==> config.mk <==
export PLATFORM = sky130hd
export DESIGN_NAME = burst_segmenter
export DESIGN_NICKNAME = d
export VERILOG_FILES = /design/src/rtl/bseg_pkg.sv /design/src/rtl/bseg_limits.sv /design/src/rtl/bseg_counter.sv /design/src/rtl/bseg_fsm.sv /design/src/rtl/burst_segmenter.sv
export SDC_FILE = /design/constraint.sdc
export NUM_CORES = 1
export LEC_CHECK = 0
export BUFFER_PORTS_ARGS = -buffer_cell sky130_fd_sc_hd__buf_4
export CORE_AREA = 2 2 114 116
export CTS_BUF_LIST = sky130_fd_sc_hd__clkbuf_4 sky130_fd_sc_hd__clkbuf_8 sky130_fd_sc_hd__clkbuf_16
export DETAILED_ROUTE_END_ITERATION = 6
export DIE_AREA = 0 0 116 118
export PLACE_DENSITY = 0.49
export RECOVER_POWER = 50
export SLEW_MARGIN = 20
export SYNTH_ARGS = -nofsm -noshare
export SYNTH_HDL_FRONTEND = slang
export SYNTH_SLANG_ARGS = --single-unit
export TNS_END_PERCENT = 1
==> constraint.sdc <==
create_clock -name clk -period 4.7 [get_ports clk]
set_clock_uncertainty 0.2 [all_clocks]
set_input_delay 0.705 -clock clk [delete_from_list [all_inputs] [get_ports clk]]
set_output_delay 0.705 -clock clk [all_outputs]
set_load 0.1 [all_outputs]
==> src/rtl/bseg_pkg.sv <==
// Shared types for the burst segmenter.
// Assumes: nothing beyond the IEEE 1800-2017 language.
package bseg_pkg;

    // Output slot state: waiting for a packet, passing data,
    // or offering a middle or closing control slot.
    typedef enum logic [1:0] {
        ST_IDLE   = 2'd0,
        ST_DATA   = 2'd1,
        ST_MIDCTL = 2'd2,
        ST_EOPCTL = 2'd3
    } seg_state_t;

endpackage

==> src/rtl/bseg_limits.sv <==
// Converts the byte-valued unit and maximum settings into word counts.
// Assumes: WORD_BYTES is a power of two; byte bits below one word are ignored.
module bseg_limits #(
    parameter int WORD_BYTES = 16,
    localparam int LG = $clog2(WORD_BYTES),
    localparam int UW = 11 - LG
) (
    input  logic [9:0]    cfg_unit_bytes,
    input  logic [10:0]   cfg_max_bytes,
    output logic [UW-1:0] unit_w,
    output logic [UW-1:0] max_w
);
    localparam logic [UW-1:0] FULL_UNIT = UW'(1024 / WORD_BYTES);

    logic [9-LG:0] unit_field;

    // Unit in words; a zero field encodes the largest unit.
    always_comb begin
        unit_field = cfg_unit_bytes[9:LG];
        unit_w     = (unit_field == '0) ? FULL_UNIT : {1'b0, unit_field};
        max_w      = cfg_max_bytes[10:LG];
    end
endmodule

==> src/rtl/bseg_counter.sv <==
// Tracks words in the open burst and the position inside the current unit,
// and flags the word that would close the burst on the size limit.
// Assumes: word_acc and clear never rise together.
module bseg_counter #(
    parameter int WORD_BYTES = 16,
    localparam int LG = $clog2(WORD_BYTES),
    localparam int UW = 11 - LG,
    localparam int CW = UW + 1
) (
    input  logic          clk,
    input  logic          rst_n,
    input  logic          word_acc,
    input  logic          clear,
    input  logic [UW-1:0] unit_w,
    input  logic [UW-1:0] max_w,
    output logic          close_lim
);
    logic [CW-1:0] burst_w, nb;
    logic [UW-1:0] unit_pos, nu;
    logic [CW:0]   reach;
    logic          unit_end;

    // A burst closes at a unit boundary when one more unit would not fit.
    always_comb begin
        nu        = unit_pos + UW'(1);
        nb        = burst_w + CW'(1);
        unit_end  = (nu == unit_w);
        reach     = {1'b0, nb} + {2'b00, unit_w};
        close_lim = unit_end && (reach > {2'b00, max_w});
    end

    // Advance on each accepted word; restart after a control slot.
    always_ff @(posedge clk) begin
        if (!rst_n || clear) begin
            burst_w  <= '0;
            unit_pos <= '0;
        end else if (word_acc) begin
            burst_w  <= nb;
            unit_pos <= unit_end ? '0 : nu;
        end
    end
endmodule

==> src/rtl/bseg_fsm.sv <==
// Decides whether the output offers data or a control slot, and moves
// between packet, burst and idle phases.
// Assumes: close_lim is valid in the cycle a data word is offered.
module bseg_fsm
    import bseg_pkg::*;
(
    input  logic       clk,
    input  logic       rst_n,
    input  logic       in_valid,
    input  logic       in_eop,
    input  logic       out_ready,
    input  logic       close_lim,
    output seg_state_t state,
    output logic       ctl_valid,
    output logic       ctl_acc,
    output logic       word_acc
);
    seg_state_t nxt;

    // Handshake decode for control slots and data words.
    always_comb begin
        unique case (state)
            ST_IDLE:   ctl_valid = in_valid;
            ST_DATA:   ctl_valid = 1'b0;
            default:   ctl_valid = 1'b1;
        endcase
        ctl_acc  = ctl_valid && out_ready;
        word_acc = (state == ST_DATA) && in_valid && out_ready;
    end

    // Next slot state.
    always_comb begin
        nxt = state;
        unique case (state)
            ST_IDLE:   if (ctl_acc) nxt = ST_DATA;
            ST_DATA:   if (word_acc) begin
                           if (in_eop)         nxt = ST_EOPCTL;
                           else if (close_lim) nxt = ST_MIDCTL;
                       end
            ST_MIDCTL: if (ctl_acc) nxt = ST_DATA;
            ST_EOPCTL: if (ctl_acc) nxt = ST_IDLE;
            default:   nxt = ST_IDLE;
        endcase
    end

    // State register.
    always_ff @(posedge clk) begin
        if (!rst_n) state <= ST_IDLE;
        else        state <= nxt;
    end
endmodule

==> src/rtl/burst_segmenter.sv <==
// Top of the burst segmenter: cuts one channel's packet stream into bursts
// bounded by unit and maximum sizes and opens control slots between them.
// Assumes: settings change only while no packet is open.
module burst_segmenter
    import bseg_pkg::*;
#(
    parameter int WORD_BYTES = 16,
    localparam int DW = 8 * WORD_BYTES,
    localparam int UW = 11 - $clog2(WORD_BYTES)
) (
    input  logic          clk,
    input  logic          rst_n,
    input  logic [9:0]    cfg_unit_bytes,
    input  logic [10:0]   cfg_max_bytes,
    input  logic          in_valid,
    output logic          in_ready,
    input  logic [DW-1:0] in_data,
    input  logic          in_sop,
    input  logic          in_eop,
    output logic          out_valid,
    input  logic          out_ready,
    output logic [DW-1:0] out_data,
    output logic          out_sop,
    output logic          out_eop,
    output logic          out_ctrl,
    output logic          out_ctl_sop,
    output logic          out_ctl_eop,
    output logic          out_burst_end
);
    seg_state_t    state;
    logic [UW-1:0] unit_w, max_w;
    logic          close_lim, ctl_valid, ctl_acc, word_acc, in_data_ph;

    bseg_limits #(.WORD_BYTES(WORD_BYTES)) u_limits (
        .cfg_unit_bytes(cfg_unit_bytes),
        .cfg_max_bytes (cfg_max_bytes),
        .unit_w        (unit_w),
        .max_w         (max_w)
    );

    bseg_counter #(.WORD_BYTES(WORD_BYTES)) u_counter (
        .clk      (clk),
        .rst_n    (rst_n),
        .word_acc (word_acc),
        .clear    (ctl_acc),
        .unit_w   (unit_w),
        .max_w    (max_w),
        .close_lim(close_lim)
    );

    bseg_fsm u_fsm (
        .clk      (clk),
        .rst_n    (rst_n),
        .in_valid (in_valid),
        .in_eop   (in_eop),
        .out_ready(out_ready),
        .close_lim(close_lim),
        .state    (state),
        .ctl_valid(ctl_valid),
        .ctl_acc  (ctl_acc),
        .word_acc (word_acc)
    );

    // Output mux: data passes straight through; control slots carry flags only.
    always_comb begin
        in_data_ph    = (state == ST_DATA);
        in_ready      = in_data_ph && out_ready;
        out_valid     = in_data_ph ? in_valid : ctl_valid;
        out_ctrl      = !in_data_ph;
        out_ctl_sop   = (state == ST_IDLE);
        out_ctl_eop   = (state == ST_EOPCTL);
        out_data      = in_data_ph ? in_data : '0;
        out_sop       = in_data_ph && in_sop;
        out_eop       = in_data_ph && in_eop;
        out_burst_end = in_data_ph && in_valid && (in_eop || close_lim);
    end
endmodule

# --- Word-level counts from Yosys, hierarchy flattened ---
# Index checks and enable logic that the tools add are counted.
op_classes:
  n_addsub: 3
  n_lt_le_gt_ge: 1
  n_eq_ne: 8
  muxes: 11
  n_reduce_logical: 16
op_table:
  columns: ["operator", "n"]
  rows:
  - ["$mux 128", 1]
  - ["$mux 7", 2]
  - ["$mux 2", 5]
  - ["$add 8x7->9", 1]
  - ["$gt 9x7->1", 1]
  - ["$add 8x1->8 const B", 1]
  - ["$logic_and 1x1->1", 8]
  - ["$add 7x1->7 const B", 1]
  - ["$eq 7x7->1", 1]
  - ["$logic_not 6->1", 1]
  - ["$ne 2x1->1 const B", 3]
  - ["$pmux 2 s3", 1]
  - ["$eq 2x2->1 const B", 2]
  - ["$reduce_and 4->1", 1]
  - ["$ne 3x3->1 const B", 1]
  - ["$eq 2x1->1 const B", 1]
  - ["$logic_not 1->1", 2]
  - ["$logic_not 2->1", 1]
  - ["$logic_or 1x1->1", 2]
  - ["$pmux 1 s2", 1]
  - ["$reduce_or 2->1", 1]
  - ["$mux 1", 1]
totals:
  reg_bits: 17
  in_bits: 155
  out_inout_bits: 136
  elab_cells: 42

# --- Logic depth before layout (Yosys ltp) ---
# Gate-level depths: netlist of run 1.
depth:
  depth_word: 9
  depth_mapped: 16
  depth_no_buf: 16

# --- By module ---
# Synthesis of run 1 repeated with hierarchy kept, for this count alone.
unflattened:
  hier_cells: 346
  hier_area_um2: 2577.5
modules_own_cells:
  columns: ["mod", "instances", "cells_each", "area_per_inst_um2", "seq_area_each_um2"]
  rows:
  - ["bseg_counter", 1, 166, 1352.5, 300.3]
  - ["burst_segmenter", 1, 151, 1002.2, 0.0]
  - ["bseg_fsm", 1, 14, 126.4, 40.0]
  - ["bseg_limits", 1, 15, 96.3, 0.0]

# --- Worst setup path after synthesis of run 1 ---
# Ideal clock, no wire load.
synth_timing:
  path_type: "input port to output port"
  from: "input port cfg_unit_bytes[4]"
  to: "output port out_burst_end"
  arrival_ns: 3.617
  t_required_ns: 3.795
  slack_ns: 0.178
  path_stages: 15
  path_buffers: 0
  cell_sequence: "ha_1 > inv_1 > fa_1 > nor2b_1 > o31a_1 > o21a_1 > nor2_1 > xnor2_1 > ha_1 > a211oi_1 > o21ai_1 > nor2_1 > nor2_1 > or4_1 > and4_1"
synth_via:
  elab_chain_cells: 7
  word_cells_on_any_way: 8
  cone_classes: "add/sub (1); order compare (1); eq/ne (1); mux (1); reduce/logical (4)"
synth_rtl:
  columns: ["item", "line", "text"]
  rows:
  - ["from (decl)", "burst_segmenter.sv:13", "input logic [9:0] cfg_unit_bytes,"]
  - ["$logic_not 6->1", "bseg_limits.sv:20", "unit_w = (unit_field == '0) ? FULL_UNIT : {1'b0, unit_field};"]
  - ["$mux 7 *", "bseg_limits.sv:20", null]
  - ["$add 8x7->9", "bseg_counter.sv:28", "reach = {1'b0, nb} + {2'b00, unit_w};"]
  - ["$gt 9x7->1", "bseg_counter.sv:29", "close_lim = unit_end && (reach > {2'b00, max_w});"]
  - ["$logic_and 1x1->1 *", "bseg_counter.sv:29", null]
  - ["$logic_or 1x1->1 *", "burst_segmenter.sv:75", "out_burst_end = in_data_ph && in_valid && (in_eop || close_lim);"]
  - ["$logic_and 1x1->1 *", "burst_segmenter.sv:75", null]
  - ["to (decl)", "burst_segmenter.sv:28", "output logic out_burst_end"]
# Every way passes the cells marked *; elsewhere a longest branch is shown, timed or not.

# --- Worst setup path after layout of run 1 ---
layout_timing:
  from: "register u_counter.burst_w[0]"
  to: "output port out_burst_end"
layout_via:
  elab_chain_cells: 6
layout_rtl:
  columns: ["item", "line", "text"]
  rows:
  - ["from (decl)", "bseg_counter.sv:18", "logic [CW-1:0] burst_w, nb;"]
  - ["from (signal assigned)", "bseg_counter.sv:38", "burst_w <= nb;"]
  - ["$add 8x1->8", "bseg_counter.sv:26", "nb = burst_w + CW'(1);"]
  - ["via u_counter.nb[2]", "bseg_counter.sv:18", null]
  - ["$add 8x7->9", "bseg_counter.sv:28", null]
  - ["$gt 9x7->1", "bseg_counter.sv:29", null]
  - ["$logic_and 1x1->1", "bseg_counter.sv:29", null]
  - ["$logic_or 1x1->1", "burst_segmenter.sv:75", null]
  - ["$logic_and 1x1->1", "burst_segmenter.sv:75", null]
# The timed path passes the listed nets, and every way through them passes these cells.

==> results of run 1 <==
## registers in the layout, summed over array words and instances, names as in the netlist
register            flops
u_counter.burst_w       8
u_counter.unit_pos      7
u_fsm.state             2
## power breakdown
part,switching (W),internal (W)
sequential,0.00000174,0.000145
clock,0.0000556,0.000114
combinational,0.000517,0.000179
## per-stage QoR
stage / setup slack (ns) / instance area [sq um] / hold WS [ns] / cells / total power, W
finish: 0.191 / 4690 / 0.289 / 793 / 0.00101
floorplan: 0.178 / 2410 / 0.254 / 344 / 0.000641
global route: 0.0134 / 4690 / 0.304 / 793 / 0.00105
detailed placement: 0.0266 / 4770 / 0.271 / 789 / 0.000864
global placement: 0.0107 / 4770 / 0.266 / 789 / 0.000861
CTS: 0.0425 / 4860 / 0.280 / 793 / 0.00104
## worst reg2reg max path: cells and delay by family, from the launching register on
kind	cells	cell delay [ns]
AO/OA/AOI/OAI	5	0.82
XOR/XNOR	2	0.29
adder cells (fa/ha/maj)	3	0.74
buffers and inverters	2	0.30
flip-flops	1	0.36
AND/OR/NAND/NOR	4	0.84
## worst min-delay path by stage
stage          slack [ns]                    to
2_1_floorplan        0.25  u_counter.burst_w[1]
3_3_place_gp         0.27  u_counter.burst_w[1]
3_5_place_dp         0.27  u_counter.burst_w[1]
4_1_cts              0.28  u_counter.burst_w[1]
5_1_grt              0.30  u_counter.burst_w[1]
6_report             0.29  u_counter.burst_w[1]
## timing repair
action,4_1_cts,5_1_grt
pin swaps,0,6
resized for setup,4,12
hold buffers,0,0
endpoints found under the setup margin,1,1
## synth_stat cells (2+ instances only)
master and instances:
and2_1 133, nor2_1 30, clkbuf_1 23, xnor2_1 19, dfxtp_1 17, ha_1 16
nand2_1 15, inv_1 12, nand3_1 9, xor2_1 9, nor3_1 7, a21oi_1 5
a211oi_1 4, nor2b_1 4, o21a_1 4, o21ai_0 4, and3_1 3, a21o_1 2
nand4_1 2, o21ai_1 2, o31a_1 2, or2_1 2
## cells by family after synthesis
kind of cell,Yosys count,synth area share [%]
AO/OA/AOI/OAI,29,8.00
XOR/XNOR,29,11.1
adder cells (fa/ha/maj),17,9.14
buffers and inverters,36,5.61
flip-flops,17,14.1
multiplexers,1,0.415
AND/OR/NAND/NOR,215,51.6
## metal layers
layer | vias up | track usage, % | share of wire, %
li1 | 1653 | - | -
met1 | 1467 | 28.7 | 45
met2 | 190 | 32.1 | 43
met3 | 4 | 7.78 | 12
met4 | 0 | 1.34 | 0.35
met5 | - | 0 | 0
## layout make-up
type,count,share of cell area [%]
sequential,17,7.38
inverter,13,1.04
clock inverter,1,0.107
timing repair buffer,296,43.0
tap,172,4.58
multi-input combinational,291,42.2
clock buffer,3,1.60
==> impl_metrics.toml, run 1 <==
[run_status]
status = "completed"

[final_layout]
multi_input_area_sq_um = 1980
diodes = 0
mostFrequentLayoutCells = "buf_4, and2_1, clkbuf_1, nor2_1, xnor2_1"
final_common_cell = "buf_4"
drive_gt1_share_pct = 43.0
layout.nets = 794
fill_cells = 1398
regArea_sq_um = 347
postLayoutCoreUtil_pct = 37.8
syn_to_final_growth_pct = 94.8

[yosys]
synth_warnings = 0
synthArstFlopShare_pct = 0
synth.top_cell.area_share_pct = 34.5
synth_nets = 516
synth_area_leader_cell = "and2_1"
ys_seq_area_share_pct = 14.1
synth.area.top_cells = "and2_1, dfxtp_1, ha_1"
syn_inst = 344
netlist_area_sq_um = 2410
synth-seq-cells = 17
synth_area_per_cell_sq_um = 7.01
synth_ff_type = "dfxtp_1"
synth_edf_count = 0
synthDistinctLibCells = 42

[die]
io_pins = 291
num_rows = 41
die_h_um = 118
start_util_pct = 19.4
die_w_um = 116
die-area_sq_um = 13700
core-area_sq_um = 12400

[global_routing]
grt_start_max_net_pins = 51
grt_usage_pct = 20.7
gr-total-overflow = 0
grt_pass1_wl_um = 21000
grt_pass1_vias = 3386
antenna_found_initial = 0

[drt]
drc = 0
wl_per_cell_um = 19.0
viasPerCell = 4.18
wl_um = 15100
drt_first_pass_iters = 4
vias = 3314
drtAntennaViolNets = 0
drtIter0Drc = 168

[cts]
cts.clk_slew.worst_paths_ns = 0.05
cts_sinks = 17
postCtsSetupRepairBufs = 0
cts_buffers = 3
clockRootBuffer = "clkbuf_16"
htree_levels = 1
clockBufferDepth = 2
clock_latency_ns = 0.25
cts_tree = "built"

[placed_design]
gp_congestion = 0.867
port-buffer-count = 282
hpwl_um = 13600

[timing]
max_freq_ghz = 0.222
slew_headroom_pct = 11.2
rsz0062_at_grt = "no"
min_period_over_period_pct = 95.9
final_hold_viol_count = 0
tightest_slew_ns = 1.34
fin_tns_setup_ns = 0
setup_viol = 0
fin_crit_ns = 4.51
slew_viol_final = 0

[setup_path]
cp.buffers_inverters = 2
crit_end = "out_burst_end"
r2r-end = "u_fsm.state[1]"
timing.rr.start = "u_counter.burst_w[0]"
critical_path_class = "flip-flop to output port"
cp_max_fo = 4
cp-startpoint = "u_counter.burst_w[0]"
cp.arrival_ns = 3.60
end_kind = "output port"
cp_cell_sequence = "ha_4 -> xor2_2 -> ha_1 -> nor2b_2 -> o31a_1 -> o21a_1 -> nor2_1 -> xnor2_1 -> ha_1 -> buf_4 -> o21a_1 -> o22ai_1 -> nor2_1 -> or4_4 -> and4_4 -> buf_12"
cpMaxStageDelayCell = "or4_4"
worstRegToRegCells = 16
critical_path.top_delay_family = "simple AND/OR/NAND/NOR gates"
cp.required_ns = 3.80
slowest_delay_ns = 0.49
r2r_slack_ns = 1.06
worst-path-stages = 16
startpoint_type = "flip-flop"

[power]
p_leak_nw = 2.33
irDropWorstVdd_mv = 0.152
powerDensity_nw_per_um2 = 216

[worst_hold_path]
whs_path_depth = 2
hp-class = "flip-flop to flip-flop"
min_from = "u_counter.burst_w[1]"

[flow_run]
max-cap-violations = 0
Note: power is estimated with default switching activity, not from simulation.
==> run 2, diff against run 1 <==
--- a/config.mk
+++ b/config.mk
@@ -10,7 +10,7 @@
 export CTS_BUF_LIST = sky130_fd_sc_hd__clkbuf_4 sky130_fd_sc_hd__clkbuf_8 sky130_fd_sc_hd__clkbuf_16
 export DETAILED_ROUTE_END_ITERATION = 6
 export DIE_AREA = 0 0 116 118
-export PLACE_DENSITY = 0.49
+export PLACE_DENSITY_LB_ADDON = 0.12
 export RECOVER_POWER = 50
 export SLEW_MARGIN = 20
 export SYNTH_ARGS = -nofsm -noshare
==> impl_metrics.toml, run 2 (same netlist as run 1, synthesis figures left out) <==
[run_status]
status = "completed"

[die]
die-area_sq_um = 13700
core-area_sq_um = 12400
io_pins = 291
start_util_pct = 19.4
num_rows = 41
die_w_um = 116
die_h_um = 118

[timing]
min_period_over_period_pct = 96.5
slew_viol_final = 0
rsz0062_at_grt = "no"
layout_setup_ws_ns = 0.164
tightest_slew_ns = 1.41
setup_viol = 0
final_hold_viol_count = 0
max_freq_ghz = 0.220
slew_headroom_pct = 6.37
fin_crit_ns = 4.54
whs_ns = 0.309

[final_layout]
final_common_cell = "buf_4"
diodes = 0
finalNonFillerCells = 791
biggestRegsByFlops = "u_counter.burst_w: 8 flops, u_counter.unit_pos: 7 flops, u_fsm.state: 2 flops"
fill_cells = 1382
largest_register_ff_count = 8
drive_gt1_share_pct = 42.0
layout.nets = 792
max_flop_register = "u_counter.burst_w"
mostFrequentLayoutCells = "buf_4, and2_1, clkbuf_1, nor2_1, xnor2_1"
syn_to_final_growth_pct = 93.7

[placed_design]
hpwl_um = 12500
dpl.cell_count = 786
place_ws_ns = -0.0802
port-buffer-count = 282
gp_congestion = 0.857

[setup_path]
cp.arrival_ns = 3.63
cp_cell_sequence = "buf_4 -> or4_1 -> nor3_4 -> ha_1 -> xnor2_1 -> ha_1 -> a211oi_2 -> o21ai_1 -> nor2_1 -> nor2_1 -> or4_4 -> and4_4 -> buf_12"
critical_path_class = "input port to output port"
end_kind = "output port"
cp.buffers_inverters = 2
cpMaxStageDelayCell = "or4_1"
critical_path.top_delay_family = "simple AND/OR/NAND/NOR gates"
slowest_delay_ns = 0.55
cp.required_ns = 3.80
startpoint_type = "input port"
cp_max_fo = 3

[global_routing]
grt_pass1_vias = 3321
grt_usage_pct = 19.4
gr-total-overflow = 0
grt_pass1_wl_um = 20000
antenna_found_initial = 0
grt_start_max_net_pins = 79

[drt]
drtAntennaViolNets = 0
viasPerCell = 4.15
drtIter0Drc = 137
drt_first_pass_iters = 5
wl_um = 14100
drc = 0
wl_per_cell_um = 17.8
vias = 3283

[cts]
cts.clk_slew.worst_paths_ns = 0.05
clockBufferDepth = 2
cts_tree = "built"
cts_sinks = 17
htree_levels = 1
clockRootBuffer = "clkbuf_16"
clock_latency_ns = 0.25
cts_buffers = 3

[power]
p_leak_nw = 2.31
powerDensity_nw_per_um2 = 216
irDropWorstVdd_mv = 0.0922
power_w = 0.00101

[worst_hold_path]
hp-class = "flip-flop to flip-flop"

[flow_run]
max-cap-violations = 0
-- run 2: path summary, 6_finish.rpt --
| check | to | slack, ns | start | cells past startpoint |
|---|---|---|---|---|
| worst max register to register | u_fsm.state[1] | 1.09 | u_counter.burst_w[0] | 16 |
| worst max-delay path | out_burst_end | 0.16 | cfg_unit_bytes[8] | 13 |
| worst min-delay path | u_counter.unit_pos[1] | 0.31 | u_counter.unit_pos[1] | 2 |
| worst min register to register | u_counter.unit_pos[1] | 0.31 | u_counter.unit_pos[1] | 2 |
-- run 2: area by class of cell --
cell class | instances | area, sq um | share of cell area (%)
Tap cell | 172 | 215 | 4.61
Multi-Input combinational cell | 291 | 1980 | 42.4
Timing Repair Buffer | 294 | 2000 | 42.8
Inverter | 13 | 48.8 | 1.05
Clock buffer | 3 | 75.1 | 1.61
Sequential cell | 17 | 345 | 7.40
Clock inverter | 1 | 5.00 | 0.107
-- run 2: stage by stage --
stage | area, sq um | TNS (ns) | util [%]
final | 4670 | 0 | 37.6
after global routing | 4670 | 0 | 37.6
after CTS | 4870 | 0 | 39.2
after detailed placement | 4760 | -0.0802 | 38.3
after global placement | 4760 | -0.0340 | 38.3
after floorplan | 2410 | 0 | -
-- run 2: report_power, final --
group,internal [W],total [W],switching [W]
registers,0.000145,0.000147,0.00000170
clock network,0.000114,0.000173,0.0000593
logic,0.000177,0.000689,0.000512
total,0.000436,0.00101,0.000573
-- run 2: layer usage --
| metal | vias up | share of wire (%) | GRT usage [%] |
|---|---|---|---|
| met3 | 6 | 8.9 | 6.18 |
| met1 | 1469 | 46 | 26.2 |
| met5 | - | 0 | 0 |
| met2 | 157 | 45 | 31.5 |
| met4 | 0 | 0.46 | 1.56 |
| li1 | 1651 | - | - |
-- run 2: what timing repair did --
action	4_1_cts	5_1_grt
hold buffers	0	0
endpoints found under the setup margin	1	1
hold endpoints to repair	0	0
pin swaps	1	4
resized for setup	7	9
setup buffers	1	0
-- run 2: worst reg2reg max path, delay by kind of cell, from the launching register on --
kind,cells,cell delay (ns)
and+or+nand+nor,5,0.90
AOI/OAI and AO/OA,5,0.88
adders and majority gates,3,0.73
DFF,1,0.37
xor gates and xnor gates,2,0.27
buffers and inverters,1,0.16
==> run 3, diff against run 2 <==
--- a/config.mk
+++ b/config.mk
@@ -10,6 +10,7 @@
 export CTS_BUF_LIST = sky130_fd_sc_hd__clkbuf_4 sky130_fd_sc_hd__clkbuf_8 sky130_fd_sc_hd__clkbuf_16
 export DETAILED_ROUTE_END_ITERATION = 6
 export DIE_AREA = 0 0 116 118
+export GPL_TIMING_DRIVEN = 0
 export PLACE_DENSITY_LB_ADDON = 0.12
 export RECOVER_POWER = 50
 export SLEW_MARGIN = 20
==> constraint.sdc (replaced) <==
create_clock -name clk -period 4.9 [get_ports clk]
set_clock_uncertainty 0.2 [all_clocks]
set_input_delay 0.735 -clock clk [delete_from_list [all_inputs] [get_ports clk]]
set_output_delay 0.735 -clock clk [all_outputs]
set_load 0.1 [all_outputs]
==> impl_metrics.toml, run 3 (same netlist as run 1, synthesis figures left out) <==
[run_status]
status = "completed"

[drt]
drc = 0
vias = 3308
wl_per_cell_um = 17.5
drtIter0Drc = 165
wl_um = 14100
drt_first_pass_iters = 4
viasPerCell = 4.12
drtAntennaViolNets = 0

[global_routing]
grt_pass1_wl_um = 20100
gr-total-overflow = 0
antenna_found_initial = 0
grt_usage_pct = 19.6
grt_pass1_vias = 3344
grt_start_max_net_pins = 11

[setup_path]
cp_cell_sequence = "buf_4 -> clkbuf_1 -> ha_1 -> nor2b_2 -> o31a_1 -> o21a_1 -> nor2_2 -> xnor2_1 -> ha_1 -> a211oi_2 -> o21ai_1 -> nor2_1 -> nor2_1 -> or4_4 -> and4_4 -> buf_12"
slowest_delay_ns = 0.54
cpMaxStageDelayCell = "or4_4"
cp.arrival_ns = 3.81
cp_max_fo = 6
cp.required_ns = 3.96
end_kind = "output port"
startpoint_type = "input port"
critical_path.top_delay_family = "simple AND/OR/NAND/NOR gates"
cp.buffers_inverters = 3
critical_path_class = "input port to output port"

[cts]
clockRootBuffer = "clkbuf_16"
clock_latency_ns = 0.25
clockBufferDepth = 2
cts_buffers = 3
cts_tree = "built"
cts_sinks = 17
cts.clk_slew.worst_paths_ns = 0.05
htree_levels = 1
cts_hold_buf = 0

[power]
power_frac_seq_pct = 14.5
power.switching_w = 0.000552
power_w = 0.000969
powerDensity_nw_per_um2 = 209
irDropWorstVdd_mv = 0.131
sw_frac_of_total_pct = 57.0
clkPwrFrac_pct = 17.4
p_int_w = 0.000417
p_leak_nw = 2.25
combPwrFrac_pct = 68.0

[flow_run]
max-cap-violations = 0

[final_layout]
mostFrequentLayoutCells = "buf_4, and2_1, clkbuf_1, nor2_1, xnor2_1"
fill_cells = 1415
biggestRegsByFlops = "u_counter.burst_w: 8 flops, u_counter.unit_pos: 7 flops, u_fsm.state: 2 flops"
largest_register_ff_count = 8
drive_gt1_share_pct = 37.4
final_common_cell = "buf_4"
max_flop_register = "u_counter.burst_w"
diodes = 0
layout.nets = 804
syn_to_final_growth_pct = 92.5

[timing]
slew_viol_final = 0
fin_crit_ns = 4.74
slew_headroom_pct = 10.3
tightest_slew_ns = 1.35
max_freq_ghz = 0.211
min_period_over_period_pct = 96.8
setup_viol = 0
fin_tns_setup_ns = 0
final_hold_viol_count = 0

[placed_design]
port-buffer-count = 282
gp_congestion = 0.853
hpwl_um = 12900

[die]
die_w_um = 116
die_h_um = 118
num_rows = 41
core-area_sq_um = 12400
start_util_pct = 19.4
die-area_sq_um = 13700
io_pins = 291

[worst_hold_path]
hp-class = "flip-flop to flip-flop"
==> run 3: power groups by stage <==
| stage | Combinational, W | Sequential (W) | Clock [W] |
|---|---|---|---|
| after detailed placement | 0.000680 | 0.000144 | 0 |
| after global routing | 0.000688 | 0.000141 | 0.000178 |
| after global placement | 0.000677 | 0.000144 | 0 |
| after floorplan | 0.000471 | 0.000143 | 0 |
| final | 0.000659 | 0.000141 | 0.000169 |
| after CTS | 0.000682 | 0.000141 | 0.000173 |
==> run 3: worst paths after layout <==
path                               from               endpoint  slack [ns]  cells past startpoint
setup / recovery      cfg_unit_bytes[6]          out_burst_end        0.16                     16
hold / removal    u_counter.unit_pos[1]  u_counter.unit_pos[1]        0.30                      2
setup reg to reg   u_counter.burst_w[1]         u_fsm.state[1]        1.10                     16
hold reg to reg   u_counter.unit_pos[1]  u_counter.unit_pos[1]        0.30                      2
==> run 3: repair_timing <==
item | in CTS | in global routing
buffers inserted | 0 | 1
pin swaps | 0 | 7
gates resized for setup | 5 | 7
setup endpoints to repair | 1 | 1
==> run 3: cell type report <==
class,count,area [sq um],share of cell area (%)
multi-input cells,291,1960,42.3
well taps,172,215,4.64
clock inverters,1,5.00,0.108
inverters,13,48.8,1.05
repair buffers,283,1900,41.0
clock buffers,3,75.1,1.62
plain buffers,23,86.3,1.86
flip-flops and latches,17,342,7.36
==> run 3: routing by layer <==
| metal | share of wire (%) | wire length [um] | vias to the layer above | GRT usage, % |
|---|---|---|---|---|
| met5 | 0 | 0 | - | 0 |
| met4 | 0.46 | 65 | 0 | 1.19 |
| met3 | 11 | 1570 | 6 | 7.11 |
| met2 | 45 | 6330 | 168 | 31.7 |
| met1 | 43 | 6100 | 1457 | 26.2 |
| li1 | - | - | 1677 | - |
==> run 3: metrics by stage <==
step           setup WS [ns]  cells  hold slack [ns]  util, %  cell area, sq um
2_1_floorplan          0.318    344            0.254        -              2410
3_3_place_gp         -0.0484    798            0.262     38.2              4740
3_5_place_dp         -0.0412    798            0.280     38.2              4740
4_1_cts               0.0509    802            0.290     39.0              4840
5_1_grt             -0.00168    803            0.328     37.4              4640
6_report               0.159    803            0.304     37.4              4640
==> run 3: worst min-delay path, delay by kind of cell (launching register included) <==
| family | cells | cell delay, ns |
|---|---|---|
| flops | 1 | 0.34 |
| simple gates | 1 | 0.07 |
| compound gates | 1 | 0.05 |
